### src/rtl/sfc_pkg.sv
package sfc_pkg;
  localparam int unsigned ST_PEND_BIT = 22;
  localparam int unsigned ST_ERR_BIT  = 29;
  localparam int unsigned MAX_BYTES   = 4;

  typedef enum logic [1:0] {SEL_ADDR = 2'd0, SEL_DATA = 2'd1, SEL_CMD = 2'd2, SEL_STAT = 2'd3} reg_sel_e;
  typedef enum logic [2:0] {PH_OPC, PH_ADDR, PH_DUM, PH_DATA, PH_FIN} phase_e;
  typedef enum logic [1:0] {ST_IDLE, ST_SEND, ST_WAIT} seq_st_e;

  typedef struct packed {
    logic [2:0] csi;
    logic [2:0] alen;
    logic [3:0] dum;
    logic       keep;
    logic [2:0] dlen;
    logic       dir;
    logic [7:0] opc;
  } cmd_t;

  function automatic logic [2:0] clamp4(input logic [2:0] v);
    return (v > 3'(MAX_BYTES)) ? 3'(MAX_BYTES) : v;
  endfunction

  function automatic cmd_t unpack_cmd(input logic [31:0] w);
    cmd_t c;
    c.opc  = w[7:0];
    c.dir  = w[8];
    c.dlen = clamp4(w[11:9]);
    c.keep = w[15];
    c.dum  = w[19:16];
    c.alen = clamp4(w[22:20]);
    c.csi  = w[26:24];
    return c;
  endfunction

  function automatic logic [3:0] phase_len(input phase_e p, input cmd_t c);
    case (p)
      PH_OPC:  return 4'd1;
      PH_ADDR: return {1'b0, c.alen};
      PH_DUM:  return c.dum;
      PH_DATA: return {1'b0, c.dlen};
      default: return 4'd0;
    endcase
  endfunction

  function automatic phase_e next_phase(input phase_e p, input cmd_t c);
    phase_e n = PH_FIN;
    if (p == PH_OPC && c.alen != 3'd0) n = PH_ADDR;
    else if ((p == PH_OPC || p == PH_ADDR) && c.dum != 4'd0) n = PH_DUM;
    else if (p != PH_DATA && c.dlen != 3'd0) n = PH_DATA;
    return n;
  endfunction
endpackage

### src/rtl/sfc_cs_dec.sv
module sfc_cs_dec #(
  parameter int unsigned NCS = 8
) (
  input  logic           act_i,
  input  logic [2:0]     idx_i,
  output logic [NCS-1:0] cs_no
);
  for (genvar g = 0; g < NCS; g++) begin : g_line
    assign cs_no[g] = !(act_i && (idx_i == 3'(g)));
  end
endmodule

### src/rtl/sfc_byte_shift.sv
// One byte, MSB first, mode 3: drive on falling edge, sample on rising edge.
module sfc_byte_shift #(
  parameter int unsigned HALF_CYC = 2
) (
  input  logic       clk_i,
  input  logic       rst_ni,
  input  logic       start_i,
  input  logic [7:0] tx_i,
  input  logic       miso_i,
  output logic       done_o,
  output logic [7:0] rx_o,
  output logic       sck_o,
  output logic       mosi_o
);
  localparam int unsigned CW = (HALF_CYC > 1) ? $clog2(HALF_CYC) : 1;
  localparam logic [CW-1:0] LAST = CW'(HALF_CYC - 1);

  logic [7:0]    sh_q;
  logic [2:0]    bit_q;
  logic [CW-1:0] cnt_q;
  logic          busy_q;

  always_ff @(posedge clk_i or negedge rst_ni) begin
    if (!rst_ni) begin
      sh_q   <= '0;
      rx_o   <= '0;
      bit_q  <= '0;
      cnt_q  <= '0;
      busy_q <= 1'b0;
      sck_o  <= 1'b1;
      done_o <= 1'b0;
    end else begin
      done_o <= 1'b0;
      if (!busy_q) begin
        if (start_i) begin
          busy_q <= 1'b1;
          sck_o  <= 1'b0;
          sh_q   <= tx_i;
          bit_q  <= '0;
          cnt_q  <= '0;
        end
      end else if (cnt_q != LAST) begin
        cnt_q <= cnt_q + 1'b1;
      end else begin
        cnt_q <= '0;
        if (!sck_o) begin
          sck_o <= 1'b1;
          rx_o  <= {rx_o[6:0], miso_i};
        end else if (bit_q == 3'd7) begin
          busy_q <= 1'b0;
          done_o <= 1'b1;
        end else begin
          sck_o <= 1'b0;
          sh_q  <= {sh_q[6:0], 1'b0};
          bit_q <= bit_q + 3'd1;
        end
      end
    end
  end

  assign mosi_o = sh_q[7];
endmodule

### src/rtl/sfc_seq.sv
module sfc_seq import sfc_pkg::*; #(
  parameter int unsigned HALF_CYC = 2,
  parameter int unsigned NCS      = 8
) (
  input  logic           clk_i,
  input  logic           rst_ni,
  input  logic           reg_we_i,
  input  logic [1:0]     reg_sel_i,
  input  logic [31:0]    reg_wdata_i,
  output logic [31:0]    reg_rdata_o,
  output logic           sck_o,
  output logic           mosi_o,
  input  logic           miso_i,
  output logic [NCS-1:0] cs_no
);
  logic [31:0] addr_q, data_q, cmd_q;
  cmd_t        cur_q, new_cmd;
  seq_st_e     st_q;
  phase_e      ph_q, ph_nx;
  logic [3:0]  idx_q;
  logic        err_q, held_q, pend_q;
  logic        sh_start, sh_done;
  logic [7:0]  sh_tx, sh_rx;
  logic [1:0]  a_pos;
  logic        cmd_wr, last_byte;

  assign new_cmd   = unpack_cmd(reg_wdata_i);
  assign cmd_wr    = reg_we_i && (reg_sel_i == SEL_CMD);
  assign pend_q    = (st_q != ST_IDLE);
  assign sh_start  = (st_q == ST_SEND);
  assign a_pos     = cur_q.alen[1:0] - 2'd1 - idx_q[1:0];
  assign last_byte = (idx_q + 4'd1) == phase_len(ph_q, cur_q);
  assign ph_nx     = next_phase(ph_q, cur_q);

  always_comb begin
    sh_tx = 8'h00;
    case (ph_q)
      PH_OPC:  sh_tx = cur_q.opc;
      PH_ADDR: sh_tx = addr_q[{a_pos, 3'b000} +: 8];
      PH_DATA: sh_tx = cur_q.dir ? data_q[{idx_q[1:0], 3'b000} +: 8] : 8'h00;
      default: sh_tx = 8'h00;
    endcase
  end

  always_ff @(posedge clk_i or negedge rst_ni) begin
    if (!rst_ni) begin
      addr_q <= '0;
      data_q <= '0;
      cmd_q  <= '0;
      cur_q  <= '0;
      st_q   <= ST_IDLE;
      ph_q   <= PH_OPC;
      idx_q  <= '0;
      err_q  <= 1'b0;
      held_q <= 1'b0;
    end else begin
      if (reg_we_i && reg_sel_i == SEL_STAT && reg_wdata_i[ST_ERR_BIT]) err_q <= 1'b0;
      if (cmd_wr && pend_q) err_q <= 1'b1;
      if (reg_we_i && !pend_q) begin
        if (reg_sel_i == SEL_ADDR) addr_q <= reg_wdata_i;
        if (reg_sel_i == SEL_DATA) data_q <= reg_wdata_i;
      end
      case (st_q)
        ST_IDLE: if (cmd_wr) begin
          cmd_q <= reg_wdata_i;
          cur_q <= new_cmd;
          idx_q <= '0;
          if (held_q) begin
            cur_q.csi <= cur_q.csi;  // held line keeps its index
            if (new_cmd.dlen != 3'd0) begin
              ph_q <= PH_DATA;
              st_q <= ST_SEND;
            end else begin
              held_q <= new_cmd.keep;
            end
          end else begin
            ph_q <= PH_OPC;
            st_q <= ST_SEND;
          end
        end
        ST_SEND: st_q <= ST_WAIT;
        ST_WAIT: if (sh_done) begin
          if (ph_q == PH_DATA && !cur_q.dir) data_q[{idx_q[1:0], 3'b000} +: 8] <= sh_rx;
          if (last_byte) begin
            idx_q <= '0;
            if (ph_nx == PH_FIN) begin
              st_q   <= ST_IDLE;
              held_q <= cur_q.keep;
            end else begin
              ph_q <= ph_nx;
              st_q <= ST_SEND;
            end
          end else begin
            idx_q <= idx_q + 4'd1;
            st_q  <= ST_SEND;
          end
        end
        default: st_q <= ST_IDLE;
      endcase
    end
  end

  always_comb begin
    case (reg_sel_i)
      SEL_ADDR: reg_rdata_o = addr_q;
      SEL_DATA: reg_rdata_o = data_q;
      SEL_CMD:  reg_rdata_o = cmd_q;
      default:  reg_rdata_o = {2'b00, err_q, 6'b0, pend_q, 22'b0};
    endcase
  end

  sfc_byte_shift #(.HALF_CYC(HALF_CYC)) u_shift (
    .clk_i  (clk_i),
    .rst_ni (rst_ni),
    .start_i(sh_start),
    .tx_i   (sh_tx),
    .miso_i (miso_i),
    .done_o (sh_done),
    .rx_o   (sh_rx),
    .sck_o  (sck_o),
    .mosi_o (mosi_o)
  );

  sfc_cs_dec #(.NCS(NCS)) u_csdec (
    .act_i(pend_q || held_q),
    .idx_i(cur_q.csi),
    .cs_no(cs_no)
  );
endmodule

### config.mk
export PLATFORM = sky130hd
export DESIGN_NAME = sfc_seq
export DESIGN_NICKNAME = d
export VERILOG_FILES = /design/src/rtl/sfc_pkg.sv /design/src/rtl/sfc_cs_dec.sv /design/src/rtl/sfc_byte_shift.sv /design/src/rtl/sfc_seq.sv
export SDC_FILE = /design/constraint.sdc
export NUM_CORES = 1
export LEC_CHECK = 0
export ABC_CLOCK_PERIOD_IN_PS = 6100
export CAP_MARGIN = 20
export CELL_PAD_IN_SITES_DETAIL_PLACEMENT = 2
export CELL_PAD_IN_SITES_GLOBAL_PLACEMENT = 2
export CORE_UTILIZATION = 45
export CTS_CLUSTER_SIZE = 10
export DETAILED_ROUTE_END_ITERATION = 8
export DONT_BUFFER_PORTS = 1
export PLACE_DENSITY = 0.95
export SETUP_SLACK_MARGIN = 0.2
export SYNTH_ARGS = -nofsm -noshare
export SYNTH_HDL_FRONTEND = slang
export SYNTH_SLANG_ARGS = --single-unit
### constraint.sdc
create_clock -name clk_i -period 6.1 [get_ports clk_i]
set_input_delay 1.83 -clock clk_i [delete_from_list [all_inputs] [get_ports clk_i]]
set_output_delay 1.83 -clock clk_i [all_outputs]
set_load 0.02 [all_outputs]
Yosys cells after proc, flatten, opt, wreduce, memory -nomap -nowiden:

Cells that the tools add are included.

* bits in latches: 0
* memories: 0
* memory bits (writable): 0
* register bits: 153
* memory bits (read-only): 0

* magnitude comparators: 2
* shift-type cells: 4
* mux-type cells: 67
* add/sub/neg operators: 6
* equality and inequality tests: 28
* bitwise logic cells: 2
* reduce and logical (&&, ||, !) cells: 51
* div/mod/pow operators: 0
* multipliers: 0

Operators by type and width (number)
* two-way mux 32 bit: 5
* case mux 32 bit (3 select lines): 1
* indexed part select 32 x 6 -> 8 bit: 2
* two-way mux 3 bit: 16
* two-way mux 8 bit: 6
* bitwise mux 32 bit: 1
* variable shift 8 x 7 -> 32 bit (first input constant): 1
* indexed part select 8 x 7 -> 32 bit: 1
* two-way mux 1 bit: 24
* case mux 8 bit (3 select lines): 1
* == test 3 bit (second input constant): 6
* logical AND 1 bit: 17
* case mux 4 bit (4 select lines): 1
* == test 3 x 2 -> 1 bit (second input constant): 4
* two-way mux 4 bit: 3
* AND reduction 3 bit: 4
* zero test 1 bit: 10
* two-way mux 2 bit: 5
* inequality test 2 bit (second input constant): 5
* nonzero test 3 bit: 3
* case mux 4 bit (2 select lines): 1
* nonzero test 2 bit: 4
* negator 5 -> 7 bit: 1
* == test 2 bit (second input constant): 3
* other kinds (24): 35

Longest topological paths before layout:

Gate-level depths: netlist (run 1).

* depth in word-level cells: 10
* depth in mapped cells: 10
* gate-level depth less buffers: 8

Modules after synthesis:

Synthesis (run 1) repeated with hierarchy kept, for this count alone.

* cell total of the unflattened synthesis: 728
* area total of the unflattened synthesis: 7554.7 µm²

By module, submodules not included
* sfc_seq: times used 1, area an instance 6402.4 µm², cells each 646, seq. area each 2902.8 µm²
* sfc_byte_shift: times used 1, area an instance 1076.0 µm², cells each 74, seq. area each 576.8 µm²
* sfc_cs_dec: times used 1, area an instance 76.3 µm², cells each 8, seq. area each 0.0 µm²

Least setup slack after synthesis (run 1):

No wires, ideal clock.

* path type: input to output
* from: input reg_sel_i[1]
* to: output reg_rdata_o[0]
* required time: 4.270 ns
* stages on the path: 4
* path slack: 1.144 ns
* arrival: 3.126 ns
* path through: buf_2 > buf_1 > mux2i_1 > o21ai_0

* cells in the longest elaborated chain, start to end: 2
* elaborated cells on any way between the ends: 4
* classes of those cells: eq/ne (2); mux (1); reduce/logical (1)

RTL lines
* from (decl): line sfc_seq.sv:8 `input logic [1:0] reg_sel_i,`
* == test 2 bit (tied with other cells): line sfc_seq.sv:104 `case (reg_sel_i)`
* case mux 32 bit (3 select lines) (*): line sfc_seq.sv:104
* to (decl): line sfc_seq.sv:10 `output logic [31:0] reg_rdata_o,`

Mark *: on every way between the ends. The rest lies on a longest branch, timed or not.

Worst setup path after layout (run 1):

* from: input reg_sel_i[0]
* to: output reg_rdata_o[1]

The elaborated chain is that of the path after synthesis.

==> results of run 1 <==
[registers in the layout, indices dropped and copies added (netlist names), 2 cells and up]
signal,flops
ph_q,3
u_shift.bit_q,3
cmd_q,32
addr_q,32
idx_q,4
st_q,2
cur_q,9
data_q,32
u_shift.sh_q,8
u_shift.rx_o,8
[path summary, 6_finish.rpt]
kind	slack, ps	cells past startpoint	startpoint	endpoint
worst max register to register	2210	7	idx_q[0]	u_shift.sh_q[6]
min in group asynchronous	1080	0	rst_ni	u_shift.sh_q[3]
worst min-delay path	500	2	u_shift.bit_q[2]	u_shift.bit_q[2]
worst min register to register	500	2	u_shift.bit_q[2]	u_shift.bit_q[2]
max in group asynchronous	4690	0	rst_ni	u_shift.sck_o
worst max-delay path	1390	4	reg_sel_i[0]	reg_rdata_o[1]
[cell type report]
cell class | count | area (um2)
tap | 216 | 270
clock inverter | 15 | 156
timing repair buffer | 7 | 60.1
sequential | 139 | 3480
fill | 1596 | 7860
inverter | 6 | 22.5
clock buffer | 17 | 425
multi-input combinational | 547 | 3840
[worst min-delay path, delay by kind of cell (launching register included)]
family / cells / cell delay [ps]
and+or+nand+nor: 2 / 120
DFF: 1 / 350
[per-layer routing]
| metal | global-route usage | up-vias | routed length [um] |
|---|---|---|---|
| li1 | - | 2564 | - |
| met1 | 0.426 | 3363 | 11700 |
| met2 | 0.679 | 333 | 16500 |
| met3 | 0.0876 | 146 | 2010 |
| met4 | 0.248 | 0 | 2160 |
| met5 | 0 | - | 0 |
[power by group through the flow]
stage | logic [mW] | clock network (mW) | registers (mW)
after global placement | 1.59 | 0 | 1.90
after global routing | 2.03 | 1.10 | 2.04
after floorplan | 1.43 | 0 | 1.61
final | 1.94 | 1.07 | 2.03
after detailed placement | 1.78 | 0 | 1.97
after CTS | 1.91 | 1.07 | 2.00
[cells in the mapped netlist, drive strengths merged]
library cell  number
nand2            160
dfrtp            138
a21oi             77
mux2i             76
o21ai             47
mux2              45
nor2              25
buf               22
clkbuf            21
mux4              18
a31oi             10
and3               9
ha                 9
nand3              8
nor2b              8
nand3b             7
inv                6
nand2b             6
nor3               6
nor3b              5
a22o               3
or2                3
a32o               2
and2               2
nand4b             2
o211a              2
or3                2
xnor3              2
a211oi             1
a221o              1
a221oi             1
a2bb2oi            1
and3b              1
and4               1
dfstp              1
nor4               1
nor4bb             1
o21a               1
o21bai             1
o22a               1
o31ai              1
xnor2              1
[kinds of logic after synthesis]
family | Yosys count | synth area share
simple gates | 247 | 0.149
fa+ha+maj | 9 | 0.0150
xor+xnor | 3 | 0.00732
flops | 139 | 0.462
compound gates | 149 | 0.111
mux | 139 | 0.226
buf+inv | 49 | 0.0293
==> flow_summary.ini, run 1 <==
[outcome]
status = finished clean

[synthesis]
seq_area_frac_synth = 0.462
syn-num-nets = 782
synth_seq_cells = 139
synth_top_area_cell = dfrtp_1
syn_area_um2 = 7520
synth_area_leaders = dfrtp_1 46%, mux2i_1 10%, nand2_1 8.0%
synthesis.instances = 735
synth_cell_types = 56
yosysWarningCount = 0
synth_top_area_frac = 0.459
avgSynthCellArea_um2 = 10.2

[layout]
final_nets = 765
antenna_cells = 0
final_common_cell = nand2_1
area.growth.synth_to_final_pct = 9.75
post_layout_nonfiller_instances = 947
design_area_um2 = 8260
layout_common_cells = 160 x nand2_1, 138 x dfrtp_1, 77 x a21oi_1, 76 x mux2i_1, 42 x mux2_2
drive_above_1_share = 0.150
postLayoutCoreUtil = 0.512

[clocking]
clk_latency_ps = 440
cts_tree = done
post-cts-setup-buffer-count = 0
cts_buffers = 17
cts_resized = 0
clockBufferDepth = 2
clock-root-buffer = clkbuf_16
cts_sinks = 139
htree_levels = 4
clkTransAtPathRegs_ps = 60
holdBufCountCts = 0

[sta]
holdWs_ps = 496
slew_headroom = 0.198
rsz0062_at_grt = false
finalCritPeriodShare = 0.773
setup_tns_ps = 0
layout_setup_ws_ps = 1390
finalClockSkew_ps = 8.46
setup-violations-final = 0
fmax_mhz = 212
timing_hold_violations_final = 0
fin_crit_ps = 4710
worst_slew_pin_slew_ps = 1200
maxSlewViolCount = 0

[placement]
io_buffers = 0
place_ws_ps = 1490
dpl_cell_area_um2 = 7660
dpl.hpwl_um = 19900
dp.cells = 913
place.gp.congestion = 0.879

[global_route]
grt_pass1_wl_um = 48600
antenna_found_initial = 0
overflow = 0
grt_max_degree = 140
grt_pass1_vias = 7297
gr-usage-all-layers = 0.389

[worst_setup_path]
crit_arrival_ps = 2880
cp-end-kind = output port
start_kind = input pin
required_ps = 4270
cpLargestDelayFamily = buffers and inverters
critPathKind = in2out
path_buf_inv = 1
crit_path_top_delay_cell = buf_4
crit_fanout = 37
crit_chain = nor2b_2 > buf_4 > nand2_1 > o21ai_0
max_stage_delay_ps = 380

[min_path]
hp-class = reg2reg

[routing]
viasPerCell = 6.76
drtIter0Drc = 540
antenna_left = 0
drc_errors = 0
dr_total_vias = 6406
avgRoutedWirePerCell_um = 34.2
routed_wl_um = 32400
dr.pass1.iters = 4

[floorplanning]
dieArea_um2 = 17200
rows = 46
start_util = 0.467
die_h_um = 131
core_um2 = 16100
io_pins = 80
die_x_um = 131

[power]
power_leakage_nw = 3.98
p_seq_frac = 0.403
peakVddDrop_mv = 0.331
power.total_mw = 5.04
p_sw_frac = 0.458
power_switching_mw = 2.30
power_per_cell_area_nw_per_um2 = 610
power_frac_clock = 0.212
comb_power_share = 0.385
cell_internal_pwr_mw = 2.73

[job]
max-cap-violations = 0
Note: power is estimated with default switching activity, not from simulation.
==> run 2, diff against run 1 <==
- ABC_CLOCK_PERIOD_IN_PS: 6100 -> 4500
- CORE_UTILIZATION: 45 -> 41
- PLACE_DENSITY: 0.95 -> 0.9
- clock period: 6.1 -> 4.5 ns (I/O delays scaled with it)
==> run 2 against run 1 <==
  * Final area increased by 0.88%
  * Critical path depth is 1 higher
  * Largest power group unchanged
  * Sequential share of layout area down 0.37 points
  * Total power up 36%
  * Via count decreased by 3.8%
  * Sequential power up 32%
  * Setup slack got worse by 850 ps
  * Worst hold slack worse by 13 ps
  * Register-to-register slack worse by 940 ps
==> flow_summary.ini, run 2 (synthesis gave the netlist of run 1 again) <==
[layout]
postLayoutCoreUtil = 0.464
largestRegisters = addr_q x32, cmd_q x32, data_q x32
area.growth.synth_to_final_pct = 10.7
post_layout_nonfiller_instances = 964
final_common_cell = nand2_1
layout_common_cells = 160 x nand2_1, 138 x dfrtp_1, 77 x a21oi_1, 76 x mux2i_1, 42 x mux2_2
final_nets = 770
antenna_cells = 0
drive_above_1_share = 0.151

[sta]
setup_tns_ps = 0
slew_headroom = 0.223
rsz0062_at_grt = false
fin_crit_ps = 3970
worst_slew_pin_slew_ps = 1160
finalClockSkew_ps = 11.5
holdWs_ps = 483
maxSlewViolCount = 0
timing_hold_violations_final = 0
fmax_mhz = 252
finalCritPeriodShare = 0.882
setup-violations-final = 0

[power]
power.total_mw = 6.83
power_leakage_nw = 4.02
peakVddDrop_mv = 0.374
power_per_cell_area_nw_per_um2 = 819

[clocking]
clkTransAtPathRegs_ps = 60
cts_tree = done
clock-root-buffer = clkbuf_16
holdBufCountCts = 0
htree_levels = 4
post-cts-setup-buffer-count = 0
cts_sinks = 139
clk_latency_ps = 450
cts_resized = 0
clockBufferDepth = 2
cts_buffers = 17

[placement]
dp.cells = 932
dpl.hpwl_um = 19400
place.gp.congestion = 0.856
io_buffers = 0

[routing]
viasPerCell = 6.39
dr.pass1.iters = 4
antenna_left = 0
routed_wl_um = 30100
drc_errors = 0
drtIter0Drc = 303
avgRoutedWirePerCell_um = 31.2
dr_total_vias = 6164

[worst_setup_path]
cp-end-kind = output port
crit_arrival_ps = 2620
crit_fanout = 37
start_kind = input pin
critPathKind = in2out
required_ps = 3150

[floorplanning]
die_x_um = 137
die_h_um = 137
dieArea_um2 = 18900
io_pins = 80
start_util = 0.419
rows = 49
core_um2 = 18000

[global_route]
grt_pass1_vias = 7126
overflow = 0
antenna_found_initial = 0
grt_max_degree = 140
gr-usage-all-layers = 0.343
grt_pass1_wl_um = 45600

[outcome]
status = finished clean

[job]
max-cap-violations = 0

[min_path]
hp-class = reg2reg
[run 2: cell count changes in the layout (fill, tap and decap cells not counted), sizes merged]
cell | before | now
clkinvlp | 2 | 1
clkbuf | 18 | 21
bufinv | 1 | 4
inv | 13 | 7
buf | 6 | 11
[run 2: worst max-delay path, stage by stage]
cell	delay [ps]
nor2b_2	410
buf_4	310
nand2_1	110
o21ai_0	160
buf_4	230
[run 2: per-stage QoR]
| stage | cell area, um2 | setup WS (ps) |
|---|---|---|
| 3_3_place_gp | 7710 | 828 |
| 5_1_grt | 8330 | 554 |
| 6_report | 8330 | 533 |
| 2_1_floorplan | 7520 | 504 |
| 3_5_place_dp | 7710 | 662 |
| 4_1_cts | 8320 | 597 |
[run 2: path summary, 6_finish.rpt]
kind                             startpoint               end  slack (ps)  cells past startpoint
max                            reg_sel_i[1]   reg_rdata_o[18]         530                      5
min                        u_shift.bit_q[1]  u_shift.bit_q[1]         480                      2
max reg2reg                        idx_q[1]        data_q[23]        1270                      5
min reg2reg                u_shift.bit_q[1]  u_shift.bit_q[1]         480                      2
max in group asynchronous            rst_ni         cmd_q[18]        3630                      0
min in group asynchronous            rst_ni         cur_q[18]         600                      0
[run 2: area by class of cell]
cell class	instances	area [um2]
fill	1836	9630
multi-input combinational	547	3840
sequential	139	3480
clock buffer	20	447
tap	229	287
clock inverter	11	169
timing repair buffer	12	87.6
inverter	6	22.5
[run 2: layer usage]
metal	vias to the layer above	GRT usage	routed length, um
met3	113	0.0809	1450
met1	3244	0.375	11200
met5	-	0	0
met2	220	0.581	15400
met4	0	0.249	2060
li1	2587	-	-
[run 2: power breakdown]
group	switching, mW	internal (mW)
registers	0.854	1.83
clock network	0.605	0.939
logic	1.50	1.10
total	2.95	3.87
==> run 3, diff against run 2 <==
- ABC_CLOCK_PERIOD_IN_PS: 4500 -> 4400
- clock period: 4.5 -> 4.4 ns (I/O delays scaled with it)
==> run 3 against run 2 <==
  * First-iteration DRC count up 8.3%
  * Wire length down 3.5%
  * Sequential share of layout area up 0.16 points
  * Global-route usage down 1.5 points
  * Flip-flop and latch count unchanged
  * Critical path depth down 1
  * Clock skew down 1.3 ps
  * Total power down 0.23%
  * Via count up 0.26%
  * Final cell count up 0.10%
  * Critical path type unchanged
==> flow_summary.ini, run 3 (synthesis gave the netlist of run 1 again) <==
[outcome]
status = finished clean

[layout]
seqCellArea_um2 = 3480
final_common_cell = nand2_1
antenna_cells = 0
design_area_um2 = 8300
layout_common_cells = 160 x nand2_1, 138 x dfrtp_1, 77 x a21oi_1, 76 x mux2i_1, 42 x mux2_2
final_nets = 770
nFillCells = 1828
largestRegisters = addr_q x32, cmd_q x32, data_q x32
multiInputGateArea_um2 = 3840
drive_above_1_share = 0.154
area.growth.synth_to_final_pct = 10.3

[job]
max-cap-violations = 0

[min_path]
hp-start = cmd_q[30]
hold_path_end = cmd_q[30]
min_delay_path_depth = 2
hp-class = reg2reg

[sta]
holdWs_ps = 480
rsz0062_at_grt = false
slew_headroom = 0.214
setup_tns_ps = 0
setup-violations-final = 0
finalCritPeriodShare = 0.873
timing_hold_violations_final = 0
fmax_mhz = 260
maxSlewViolCount = 0
fin_crit_ps = 3840
worst_slew_pin_slew_ps = 1180
finalClockSkew_ps = 10.2

[worst_setup_path]
timing.rr.end = data_q[11]
start_kind = input pin
crit_arrival_ps = 2520
required_ps = 3080
ff2ff_setup_slack_ps = 1040
crit_fanout = 37
r2r_cells = 5
cp-end-kind = output port
regToRegStartpoint = ph_q[0]
critPathKind = in2out

[clocking]
clock-root-buffer = clkbuf_16
cts_buffers = 17
cts_sinks = 139
cts_resized = 0
holdBufCountCts = 0
clk_latency_ps = 440
clockBufferDepth = 2
cts_tree = done
htree_levels = 4
clkTransAtPathRegs_ps = 60
post-cts-setup-buffer-count = 0

[power]
p_sw_frac = 0.434
cell_internal_pwr_mw = 3.85
power_frac_clock = 0.216
power_leakage_nw = 3.99
p_seq_frac = 0.401
power_per_cell_area_nw_per_um2 = 821
peakVddDrop_mv = 0.366
power.total_mw = 6.81
comb_power_share = 0.384
power_switching_mw = 2.96

[global_route]
grt_pass1_wl_um = 43600
antenna_found_initial = 1
grt_max_degree = 140
grt_pass1_vias = 7046
gr-usage-all-layers = 0.328
overflow = 0

[floorplanning]
dieArea_um2 = 18900
die_h_um = 137
core_um2 = 18000
io_pins = 80
die_x_um = 137
start_util = 0.419
rows = 49

[routing]
drtIter0Drc = 328
dr_total_vias = 6180
drc_errors = 0
avgRoutedWirePerCell_um = 30.1
dr.pass1.iters = 5
routed_wl_um = 29100
viasPerCell = 6.40
antenna_left = 0

[placement]
io_buffers = 0
dpl_cell_area_um2 = 7710
dpl.hpwl_um = 20000
place.gp.congestion = 0.859
-- run 3: worst max-delay path by stage --
stage	endpoint	start	slack [ps]	cells after the start
floorplan	reg_rdata_o[0]	reg_sel_i[1]	460	4
global placement	reg_rdata_o[18]	reg_sel_i[0]	780	5
detailed placement	reg_rdata_o[18]	reg_sel_i[0]	690	5
CTS	reg_rdata_o[26]	reg_sel_i[0]	630	4
global route	reg_rdata_o[17]	reg_sel_i[0]	560	5
finish	reg_rdata_o[26]	reg_sel_i[1]	560	4
-- run 3: routing by layer --
metal,global-route usage,vias to the layer above,wire [um]
met2,0.576,240,15200
met5,0,-,0
li1,-,2579,-
met3,0.0754,87,1610
met4,0.206,0,1650
met1,0.355,3274,10600
-- run 3: cell type report --
cell class	count	area share
Clock buffer	19	0.0534
Clock inverter	13	0.0169
Inverter	6	0.00271
Multi-Input combinational cell	547	0.463
Sequential cell	139	0.419
Tap cell	229	0.0345
Timing Repair Buffer	12	0.0106
-- run 3: worst max-delay path: stages --
cell	delay [ps]
nor2b_2	420
buf_4	310
nand2_1	90
o21ai_0	340
-- run 3: stage by stage --
stage / util / setup slack (ps) / instances
global route: 0.462 / 564 / 965
finish: 0.462 / 557 / 965
CTS: 0.462 / 631 / 965
global placement: 0.429 / 780 / 932
detailed placement: 0.429 / 689 / 933
floorplan: - / 464 / 735
-- run 3: power by group through the flow --
stage / Clock (mW) / Sequential, mW / Combinational, mW
global placement: 0 / 2.60 / 2.27
floorplan: 0 / 2.23 / 1.98
CTS: 1.48 / 2.70 / 2.60
detailed placement: 0 / 2.70 / 2.53
global route: 1.53 / 2.76 / 2.80
finish: 1.47 / 2.73 / 2.61
